## config.mk

```make
export PLATFORM = sky130hd
export DESIGN_NAME = pipe_hazard_unit
export DESIGN_NICKNAME = d
export VERILOG_FILES = /design/src/rtl/hz_pkg.sv /design/src/rtl/hz_fwd_mux.sv /design/src/rtl/hz_ctrl.sv /design/src/rtl/hz_if2_slot.sv /design/src/rtl/pipe_hazard_unit.sv
export SDC_FILE = /design/constraint.sdc
export NUM_CORES = 1
export LEC_CHECK = 0
export CORE_AREA = 2 2 127 129
export CTS_BUF_LIST = sky130_fd_sc_hd__clkbuf_8
export DETAILED_ROUTE_END_ITERATION = 12
export DIE_AREA = 0 0 129 131
export GPL_ROUTABILITY_DRIVEN = 0
export PLACE_DENSITY = 0.59
export SYNTH_ARGS = -nofsm -noshare
export SYNTH_HDL_FRONTEND = slang
export SYNTH_HIERARCHICAL = 1
export SYNTH_SLANG_ARGS = --single-unit
```

## constraint.sdc

```tcl
create_clock -name clk -period 4.4 [get_ports clk]
set_input_delay 0.88 -clock clk [delete_from_list [all_inputs] [get_ports clk]]
set_output_delay 0.88 -clock clk [all_outputs]
set_load 0.03 [all_outputs]
```

## src/rtl/hz_pkg.sv

```systemverilog
package hz_pkg;
    localparam logic [31:0] NOP_WORD32 = 32'h0000_0013;

    typedef enum logic [0:0] {
        ST_RUN       = 1'b0,
        ST_LOAD_WAIT = 1'b1
    } hz_state_e;
endpackage

```

## src/rtl/hz_fwd_mux.sv

```systemverilog
module hz_fwd_mux #(
    parameter int XLEN = 32,
    parameter int RIDX = 5,
    parameter int NSRC = 3
) (
    input  logic [RIDX-1:0]            src_idx,
    input  logic [XLEN-1:0]            rf_val,
    input  logic [NSRC-1:0]            p_ok,
    input  logic [NSRC-1:0][RIDX-1:0]  p_rd,
    input  logic [NSRC-1:0][XLEN-1:0]  p_val,
    output logic [XLEN-1:0]            op
);
    // Producer 0 is the youngest. Scanning from oldest to youngest lets the
    // youngest matching producer overwrite the others.
    always_comb begin
        op = rf_val;
        for (int k = NSRC - 1; k >= 0; k--) begin
            if (p_ok[k] && (p_rd[k] == src_idx) && (src_idx != '0)) begin
                op = p_val[k];
            end
        end
    end
endmodule

```

## src/rtl/hz_ctrl.sv

```systemverilog
module hz_ctrl #(
    parameter int RIDX = 5
) (
    input  logic            clk,
    input  logic            rst_n,
    input  logic [RIDX-1:0] rs1,
    input  logic [RIDX-1:0] rs2,
    input  logic [RIDX-1:0] me1_rd,
    input  logic            me1_wen,
    input  logic            me1_nop,
    input  logic            me1_load,
    input  logic            ex_redirect,
    output logic            hold,
    output logic            inject,
    output logic            flush
);
    import hz_pkg::*;

    hz_state_e st, st_nxt;
    logic      ld_hit;

    assign ld_hit = me1_load && me1_wen && !me1_nop && (me1_rd != '0)
                    && ((me1_rd == rs1) || (me1_rd == rs2));

    always_ff @(posedge clk) begin
        if (!rst_n) st <= ST_RUN;
        else        st <= st_nxt;
    end

    always_comb begin
        st_nxt = st;
        hold   = 1'b0;
        inject = 1'b0;
        flush  = 1'b0;
        unique case (st)
            ST_RUN: begin
                if (ld_hit) begin
                    hold   = 1'b1;
                    inject = 1'b1;
                    st_nxt = ST_LOAD_WAIT;
                end else begin
                    flush  = ex_redirect;
                end
            end
            ST_LOAD_WAIT: begin
                flush  = ex_redirect;
                st_nxt = ST_RUN;
            end
            default: st_nxt = ST_RUN;
        endcase
    end

    p_hold_single_r9: assert property (@(posedge clk) disable iff (!rst_n)
        hold |=> !hold);
    p_hold_defers_flush_r7: assert property (@(posedge clk) disable iff (!rst_n)
        hold |-> !flush);
    p_redirect_flushes_r6: assert property (@(posedge clk) disable iff (!rst_n)
        (ex_redirect && !hold) |-> flush);
    p_load_hit_holds_r5: assert property (@(posedge clk) disable iff (!rst_n)
        (ld_hit && st == ST_RUN) |-> (hold && inject));
endmodule

```

## src/rtl/hz_if2_slot.sv

```systemverilog
module hz_if2_slot #(
    parameter int XLEN = 32
) (
    input  logic [XLEN-1:0] ibus_rdata,
    input  logic            ibus_stall,
    input  logic            if1_nop,
    input  logic            flush,
    output logic [XLEN-1:0] instr,
    output logic            nop
);
    localparam logic [XLEN-1:0] NOP_W = XLEN'(hz_pkg::NOP_WORD32);

    always_comb begin
        if (flush || ibus_stall || if1_nop) begin
            instr = NOP_W;
            nop   = 1'b1;
        end else begin
            instr = ibus_rdata;
            nop   = 1'b0;
        end
    end
endmodule

```

## src/rtl/pipe_hazard_unit.sv

```systemverilog
module pipe_hazard_unit #(
    parameter int XLEN = 32,
    parameter int RIDX = 5
) (
    input  logic            clk,
    input  logic            rst_n,
    input  logic [RIDX-1:0] ex_rs1,
    input  logic [RIDX-1:0] ex_rs2,
    input  logic [XLEN-1:0] rf_rs1_val,
    input  logic [XLEN-1:0] rf_rs2_val,
    input  logic [RIDX-1:0] me1_rd,
    input  logic            me1_wen,
    input  logic            me1_nop,
    input  logic            me1_load,
    input  logic [XLEN-1:0] me1_val,
    input  logic [RIDX-1:0] me2_rd,
    input  logic            me2_wen,
    input  logic            me2_nop,
    input  logic [XLEN-1:0] me2_val,
    input  logic [RIDX-1:0] wb_rd,
    input  logic            wb_wen,
    input  logic            wb_nop,
    input  logic [XLEN-1:0] wb_val,
    input  logic            ex_redirect,
    input  logic            ibus_stall,
    input  logic [XLEN-1:0] ibus_rdata,
    input  logic            if1_nop,
    output logic [XLEN-1:0] op_rs1,
    output logic [XLEN-1:0] op_rs2,
    output logic            hold_front,
    output logic            me1_inject,
    output logic            flush_front,
    output logic            pc_load,
    output logic [XLEN-1:0] if2_instr,
    output logic            if2_nop
);
    localparam int NSRC = 3;
    localparam int NOPS = 2;
    localparam logic [XLEN-1:0] NOP_W = XLEN'(hz_pkg::NOP_WORD32);

    logic [NSRC-1:0]           p_ok;
    logic [NSRC-1:0][RIDX-1:0] p_rd;
    logic [NSRC-1:0][XLEN-1:0] p_val;
    logic [NOPS-1:0][RIDX-1:0] src_idx;
    logic [NOPS-1:0][XLEN-1:0] src_rf;
    logic [NOPS-1:0][XLEN-1:0] src_op;
    logic                      flush_i;

    // A load in memory-1 has no data yet, so it is not a forwarding source.
    assign p_ok  = {wb_wen && !wb_nop, me2_wen && !me2_nop,
                    me1_wen && !me1_nop && !me1_load};
    assign p_rd  = {wb_rd, me2_rd, me1_rd};
    assign p_val = {wb_val, me2_val, me1_val};

    assign src_idx = {ex_rs2, ex_rs1};
    assign src_rf  = {rf_rs2_val, rf_rs1_val};

    for (genvar g = 0; g < NOPS; g++) begin : g_opnd
        hz_fwd_mux #(.XLEN(XLEN), .RIDX(RIDX), .NSRC(NSRC)) u_mux (
            .src_idx (src_idx[g]),
            .rf_val  (src_rf[g]),
            .p_ok    (p_ok),
            .p_rd    (p_rd),
            .p_val   (p_val),
            .op      (src_op[g])
        );
    end

    assign op_rs1 = src_op[0];
    assign op_rs2 = src_op[1];

    hz_ctrl #(.RIDX(RIDX)) u_ctrl (
        .clk         (clk),
        .rst_n       (rst_n),
        .rs1         (ex_rs1),
        .rs2         (ex_rs2),
        .me1_rd      (me1_rd),
        .me1_wen     (me1_wen),
        .me1_nop     (me1_nop),
        .me1_load    (me1_load),
        .ex_redirect (ex_redirect),
        .hold        (hold_front),
        .inject      (me1_inject),
        .flush       (flush_i)
    );

    assign flush_front = flush_i;
    assign pc_load     = flush_i;

    hz_if2_slot #(.XLEN(XLEN)) u_if2 (
        .ibus_rdata (ibus_rdata),
        .ibus_stall (ibus_stall),
        .if1_nop    (if1_nop),
        .flush      (flush_i),
        .instr      (if2_instr),
        .nop        (if2_nop)
    );

    p_x0_uses_rf_r3: assert property (@(posedge clk) disable iff (!rst_n)
        (ex_rs1 == '0) |-> (op_rs1 == rf_rs1_val));
    p_me1_forward_r1: assert property (@(posedge clk) disable iff (!rst_n)
        (me1_wen && !me1_nop && !me1_load && me1_rd != '0 && me1_rd == ex_rs1)
        |-> (op_rs1 == me1_val));
    p_bubble_word_r8: assert property (@(posedge clk) disable iff (!rst_n)
        if2_nop |-> (if2_instr == NOP_W));
    p_flush_bubbles_if2_r8: assert property (@(posedge clk) disable iff (!rst_n)
        flush_front |-> if2_nop);
endmodule

```

==> results.md, run 1 <==
- Largest net degree at the start of global routing: 61
- Critical-path top delay cell: sky130_fd_sc_hd__clkdlybuf4s50_1
- Violation count after the first detailed-routing iteration: 400
- Crit path capture type: primary output
- Slowest stage delay, CP: 0.73 ns
- Die Y: 131 um
- Post-Synthesis Cell Area: 3410 sq um
- Synth Flop Type: sky130_fd_sc_hd__dfxtp_1
- Die width: 129 um
- Total count of hold-check failures in the final report: 0
- Area of all placed cells without fillers: 7420 sq um
- Arrival time at the worst endpoint: 3.41 ns
- Busiest layer in global routing: met2
- Row count: 46
- Core region area: 15600 sq um
- Lkg Pwr: 0.00326 uW
- Total gr overflow: 0
- Largest registers ranked by flip-flop count: u_ctrl/st x1
- Cells after synthesis: 456
- Combinational share of power: 98.7%
- Leading cell type in the layout, fill and taps excluded: sky130_fd_sc_hd__clkdlybuf4s50_1
- Final min period: 4.29 ns
- Worst ir drop on vdd: 65.1 uV
- Met2 Resource Use GR: 42.5%
- Period Utilization, post-route: 97.5%
- R2R setup slack: 3.52 ns
- Final setup vio count: 0
- Share of total power in the clock network: 0%
- Internal portion of total power: 391 uW
- Share of final-layout standard cells stronger than drive strength 1: 17.2%
- Ports: 330
- Number of enable-type register cells in the synthesized netlist: 0
- Die Outline Area: 16900 sq um
- Share of synthesized area occupied by flip-flops and latches: 0.587%
- Overall fraction of global-route tracks in use: 23.2%
- Final net count: 1027
- Actual slew at the worst max-slew pin: 0.582 ns
- Met1 layer usage reported by global route: 28.8%
- Flops & latches, synth: 1
- Cell seen most often among critical-path stages: sky130_fd_sc_hd__clkdlybuf4s50_1
- Post-CTS Setup Repair Bufs: 0
- Hpwl dp: 17500 um
- Number of antenna violations at the first check in global routing: 2
- Max_slew headroom: 60.8%
- Data required time at the worst endpoint: 3.52 ns
- Initial Utilization: 21.9%
- Worst hold path class: flop to flop
- Maximum fanout encountered on the critical timing path: 21
- Clock-pin slew reported for the worst setup and hold paths after clock tree synthesis: 0 ns
- Aggregate negative setup slack: 0 ns
- Max-slew violation total from the final report: 0
- Relative area change from synthesis to final layout: 117%
- GR Layer Usage met3: 2.16%
- Syn_area_per_cell: 7.49 sq um
- Overall via count from detail_route: 5471
- Clk_lat worst skew: 0 ns
- Cell Area, Placed: 7420 sq um
- Worst setup path category: primary input to primary output
- Number of distinct standard cells referenced by the synthesized netlist: 33
- Most frequent cells in the layout: sky130_fd_sc_hd__clkdlybuf4s50_1, sky130_fd_sc_hd__buf_4, sky130_fd_sc_hd__and3_1
- Wire length of the first global-routing pass: 30900 um
- WL final: 21600 um
- Net load switching power: 319 uW
- Setup repair after global routing missed its margin: no
- Via-per-instance ratio: 5.40
- Register with the most flip-flops: u_ctrl/st
- Synth Net Count: 685
- Routed wire per std cell: 21.3 um
- DRC Markers: 0
- Achievable frequency: 233 MHz
- Cell-by-cell listing of the critical path: clkdlybuf4s50_1, buf_4, xnor2_1, nand3_1, o22ai_2, a31oi_4, buf_12, nor4b_2, clkdlybuf4s50_1
- Total power per unit cell area: 95.6 nW/um^2
- Number of warning messages in the yosys log: 6
- Run status: complete, no violations
- Nature of the critical path startpoint: primary input
- Max FFs per register: 1
- Via count of the first global-routing pass: 5360
- Number of iterations in the first detailed-routing pass: 5
- Number of max-capacitance violations reported: 0
- Fraction of power consumed by sequential logic: 1.3%
- Residual antenna-violating net count after detailed routing: 0
- Switching fraction of total power: 44.9%
- Number of I/O port buffers: 329
- Share of synthesized registers carrying an async set or reset: 0%
- Max Clock Skew: 0 ns
logic make-up (layout without fill, tap and decap cells):
logic type,Yosys count,after routing,synth area share (%)
AO/OA/AOI/OAI,194,194,46.7
XOR/XNOR,40,40,10.7
buffers and inverters,66,406,9.64
flip-flops,1,1,0.587
other,0,2,0
AND/OR/NAND/NOR,155,155,32.3
per-stage QoR:
stage	utilization [%]	cells	hold WS, ns	setup WS (ns)	power (uW)
after floorplan	-	456	0.569	0.502	306
after global placement	47.6	1012	0.744	-0.110	719
after detailed placement	47.6	1012	0.748	-0.155	726
after CTS	47.3	1012	0.752	0.000654	710
after global routing	47.6	1014	0.777	0.00296	749
final	47.6	1014	0.756	0.111	709
critical path: cells and delay by family:
kind	cells	cell delay [ns]
AND/OR/NAND/NOR	2	0.42
XOR/XNOR	1	0.11
AO/OA/AOI/OAI	2	0.37
buffers and inverters	4	1.63
worst paths after layout:
| path | endpoint | startpoint | cells past startpoint |
|---|---|---|---|
| worst max-delay path | if2_instr[27] | ex_rs1[4] | 9 |
| worst min-delay path | u_ctrl/st | u_ctrl/st | 3 |
| worst max register to register | u_ctrl/st | u_ctrl/st | 3 |
| worst min register to register | u_ctrl/st | u_ctrl/st | 3 |
per-layer routing:
layer  wire (um)  up-vias
met5           0        -
met4         658        0
met3        1180       42
met2       11000      257
met1        8760     2644
li1            -     2528
power groups by stage:
| stage | registers, uW | clock network [uW] | logic (uW) |
|---|---|---|---|
| finish | 9.33 | 0.0000609 | 700 |
| global route | 9.33 | 0.0000608 | 740 |
| CTS | 9.33 | 0 | 701 |
| detailed placement | 9.33 | 0 | 717 |
| global placement | 9.33 | 0 | 710 |
| floorplan | 9.31 | 0 | 296 |
cell type report:
class	instances	area (sq um)
Multi-Input combinational cell	389	3130
Inverter	1	3.75
Timing Repair Buffer	405	4000
Antenna cell	2	5.00
Sequential cell	1	20.0
Fill cell	1541	8180
Tap cell	216	270
synthesized netlist by cell type, drive strengths merged (6+ instances only):
| library cell | count | area (sq um) |
|---|---|---|
| nand2 | 26 | 97.6 |
| nor4b | 29 | 379 |
| clkbuf | 34 | 128 |
| a22o | 50 | 438 |
| a221oi | 14 | 123 |
| xnor2 | 36 | 330 |
| and3 | 65 | 408 |
| a221o | 50 | 500 |
| o21a | 50 | 375 |
| buf | 31 | 198 |
| o21ai | 28 | 140 |
| nor3 | 6 | 30.0 |
what timing repair did:
action,CTS,global route
hold buffers,0,0
pin swaps,0,0
gates resized for setup,44,18
endpoints found under the setup margin,43,18
gates cloned,0,0
Power figures use the tool's default switching activity.
==> inputs of run 2 (changes only) <==
==> constraint.sdc (replaced) <==
create_clock -name clk -period 4.4 [get_ports clk]
set_input_delay 0.88 -clock clk [delete_from_list [all_inputs] [get_ports clk]]
set_output_delay 0.88 -clock clk [all_outputs]
set_load 0.1 [all_outputs]
==> run 2 against run 1 <==
Against the previous run:
- fmax up 0.12%
- sequential power about the same
- sequential share of layout area about the same
- final cell count down 3.6%
- global-route usage up 1.9 points
- wire length up 6.6%
- critical path depth down 1
==> results.md, run 2 (synthesis gave the netlist of run 1 again) <==
- Number of iterations in the first detailed-routing pass: 6
- Via count of the first global-routing pass: 5558
- Routed wire per std cell: 23.5 um
- Achievable frequency: 233 MHz
- Final min period: 4.28 ns
- Arrival time at the worst endpoint: 3.40 ns
- Hpwl dp: 17800 um
- Ports: 330
- Cell type group with the largest total delay on the critical path: buffers and inverters
- Worst ir drop on vdd: 79.7 uV
- Share of final-layout standard cells stronger than drive strength 1: 24.6%
- Core region area: 15600 sq um
- Nature of the critical path startpoint: primary input
- Violation count after the first detailed-routing iteration: 354
- Maximum fanout encountered on the critical timing path: 20
- Final setup vio count: 0
- DRC Markers: 0
- Placed insts: 977
- Overall via count from detail_route: 5433
- Antenna cell count: 0
- Max Clock Skew: 0 ns
- Die width: 129 um
- Run status: complete, no violations
- Critical-path top delay cell: sky130_fd_sc_hd__clkdlybuf4s50_1
- Overall fraction of global-route tracks in use: 25.1%
- Busiest layer in global routing: met2
- Worst hold path class: flop to flop
- Met2 Resource Use GR: 46.5%
- Post-placement setup slack: 0.0328 ns
- Die Outline Area: 16900 sq um
- Largest net degree at the start of global routing: 65
- Met1 layer usage reported by global route: 29.5%
- Cell-by-cell listing of the critical path: clkdlybuf4s50_1, or4_1, nor2_4, or4b_1, buf_4, a221o_1, a22o_1, buf_12
- GR Layer Usage met3: 5.62%
- Total power per unit cell area: 137 nW/um^2
- Final WS setup: 0.116 ns
- Aggregate negative setup slack: 0 ns
- Number of non-filler instances in the completed layout: 977
- Die Y: 131 um
- Initial Utilization: 21.9%
- Period Utilization, post-route: 97.4%
- Max_slew headroom: 55.8%
- Max FFs per register: 1
- Number of antenna violations at the first check in global routing: 1
- Clk_lat worst skew: 0 ns
- Share of the core filled with cells in the final layout: 54.0%
- Leading cell type in the layout, fill and taps excluded: sky130_fd_sc_hd__clkdlybuf4s50_1
- Max-slew violation total from the final report: 0
- Largest registers ranked by flip-flop count: u_ctrl/st x1
- Actual slew at the worst max-slew pin: 0.663 ns
- Final net count: 992
- Register with the most flip-flops: u_ctrl/st
- WL final: 23000 um
- Data required time at the worst endpoint: 3.52 ns
- Total gr overflow: 0
- Residual antenna-violating net count after detailed routing: 0
- Wire length of the first global-routing pass: 33100 um
- Total power draw: 1150 uW
- Clock-pin slew reported for the worst setup and hold paths after clock tree synthesis: 0 ns
- Setup repair after global routing missed its margin: no
- Count of buffer and inverter cells on the critical path: 3
- Most frequent cells in the layout: sky130_fd_sc_hd__clkdlybuf4s50_1, sky130_fd_sc_hd__buf_12, sky130_fd_sc_hd__and3_1
- Total count of hold-check failures in the final report: 0
- Slowest stage delay, CP: 0.66 ns
- Relative area change from synthesis to final layout: 147%
- Row count: 46
- Crit path capture type: primary output
- Number of max-capacitance violations reported: 0
- Via-per-instance ratio: 5.56
- Number of I/O port buffers: 329
- Post-CTS Setup Repair Bufs: 0
- Lkg Pwr: 0.00345 uW
- Worst setup path category: primary input to primary output
run 2: cell count changes in the layout (fill, tap and decap cells not counted), sizes merged:
cell and change:
buf +40, clkdlybuf4s50 -17, diode -2, dlymetal6s2s -15, dlygate4sd2 -43
run 2: where the power goes:
part / leakage (uW) / switching, uW / internal [uW] / total, uW
sequential: 0.00000805 / 0.0127 / 9.30 / 9.31
combinational: 0.00345 / 640 / 505 / 1140
clock: 0 / 0 / 0 / 0
total: 0.00345 / 640 / 514 / 1150
run 2: per-stage QoR:
step                      hold slack (ns)  cell area (sq um)
after floorplan                     0.602               3740
final                               0.627               8420
after detailed placement            0.635               8400
after global routing                0.659               8420
after CTS                           0.631               8400
after global placement              0.622               8400
run 2: cell type report:
| class | count | area, sq um |
|---|---|---|
| Fill cell | 1410 | 7180 |
| Inverter | 1 | 3.75 |
| Multi-Input combinational cell | 389 | 3440 |
| Sequential cell | 1 | 20.0 |
| Tap cell | 216 | 270 |
| Timing Repair Buffer | 370 | 4680 |
run 2: final timing paths:
| path | from | to | slack [ns] | cells past startpoint |
|---|---|---|---|---|
| worst max-delay path | ex_rs1[1] | op_rs1[6] | 0.12 | 8 |
| worst max register to register | u_ctrl/st | u_ctrl/st | 3.41 | 2 |
| worst min register to register | u_ctrl/st | u_ctrl/st | 0.63 | 2 |
| worst min-delay path | u_ctrl/st | u_ctrl/st | 0.63 | 2 |
run 2: what timing repair did:
item                       in CTS  in global routing
hold buffers                    0                  0
gates resized for setup         0                  5
setup endpoints to repair       0                 34
run 2: layer usage:
layer	up-vias	share of wire, %
met1	2581	37
li1	2462	-
met3	55	9.1
met4	2	2.9
met5	-	0.061
met2	333	51
run 2: worst register-to-register path: stages, from the launching register on:
cell	delay (ns)
sky130_fd_sc_hd__dfxtp_1	0.28
sky130_fd_sc_hd__nor3_1	0.41
sky130_fd_sc_hd__and4_1	0.24
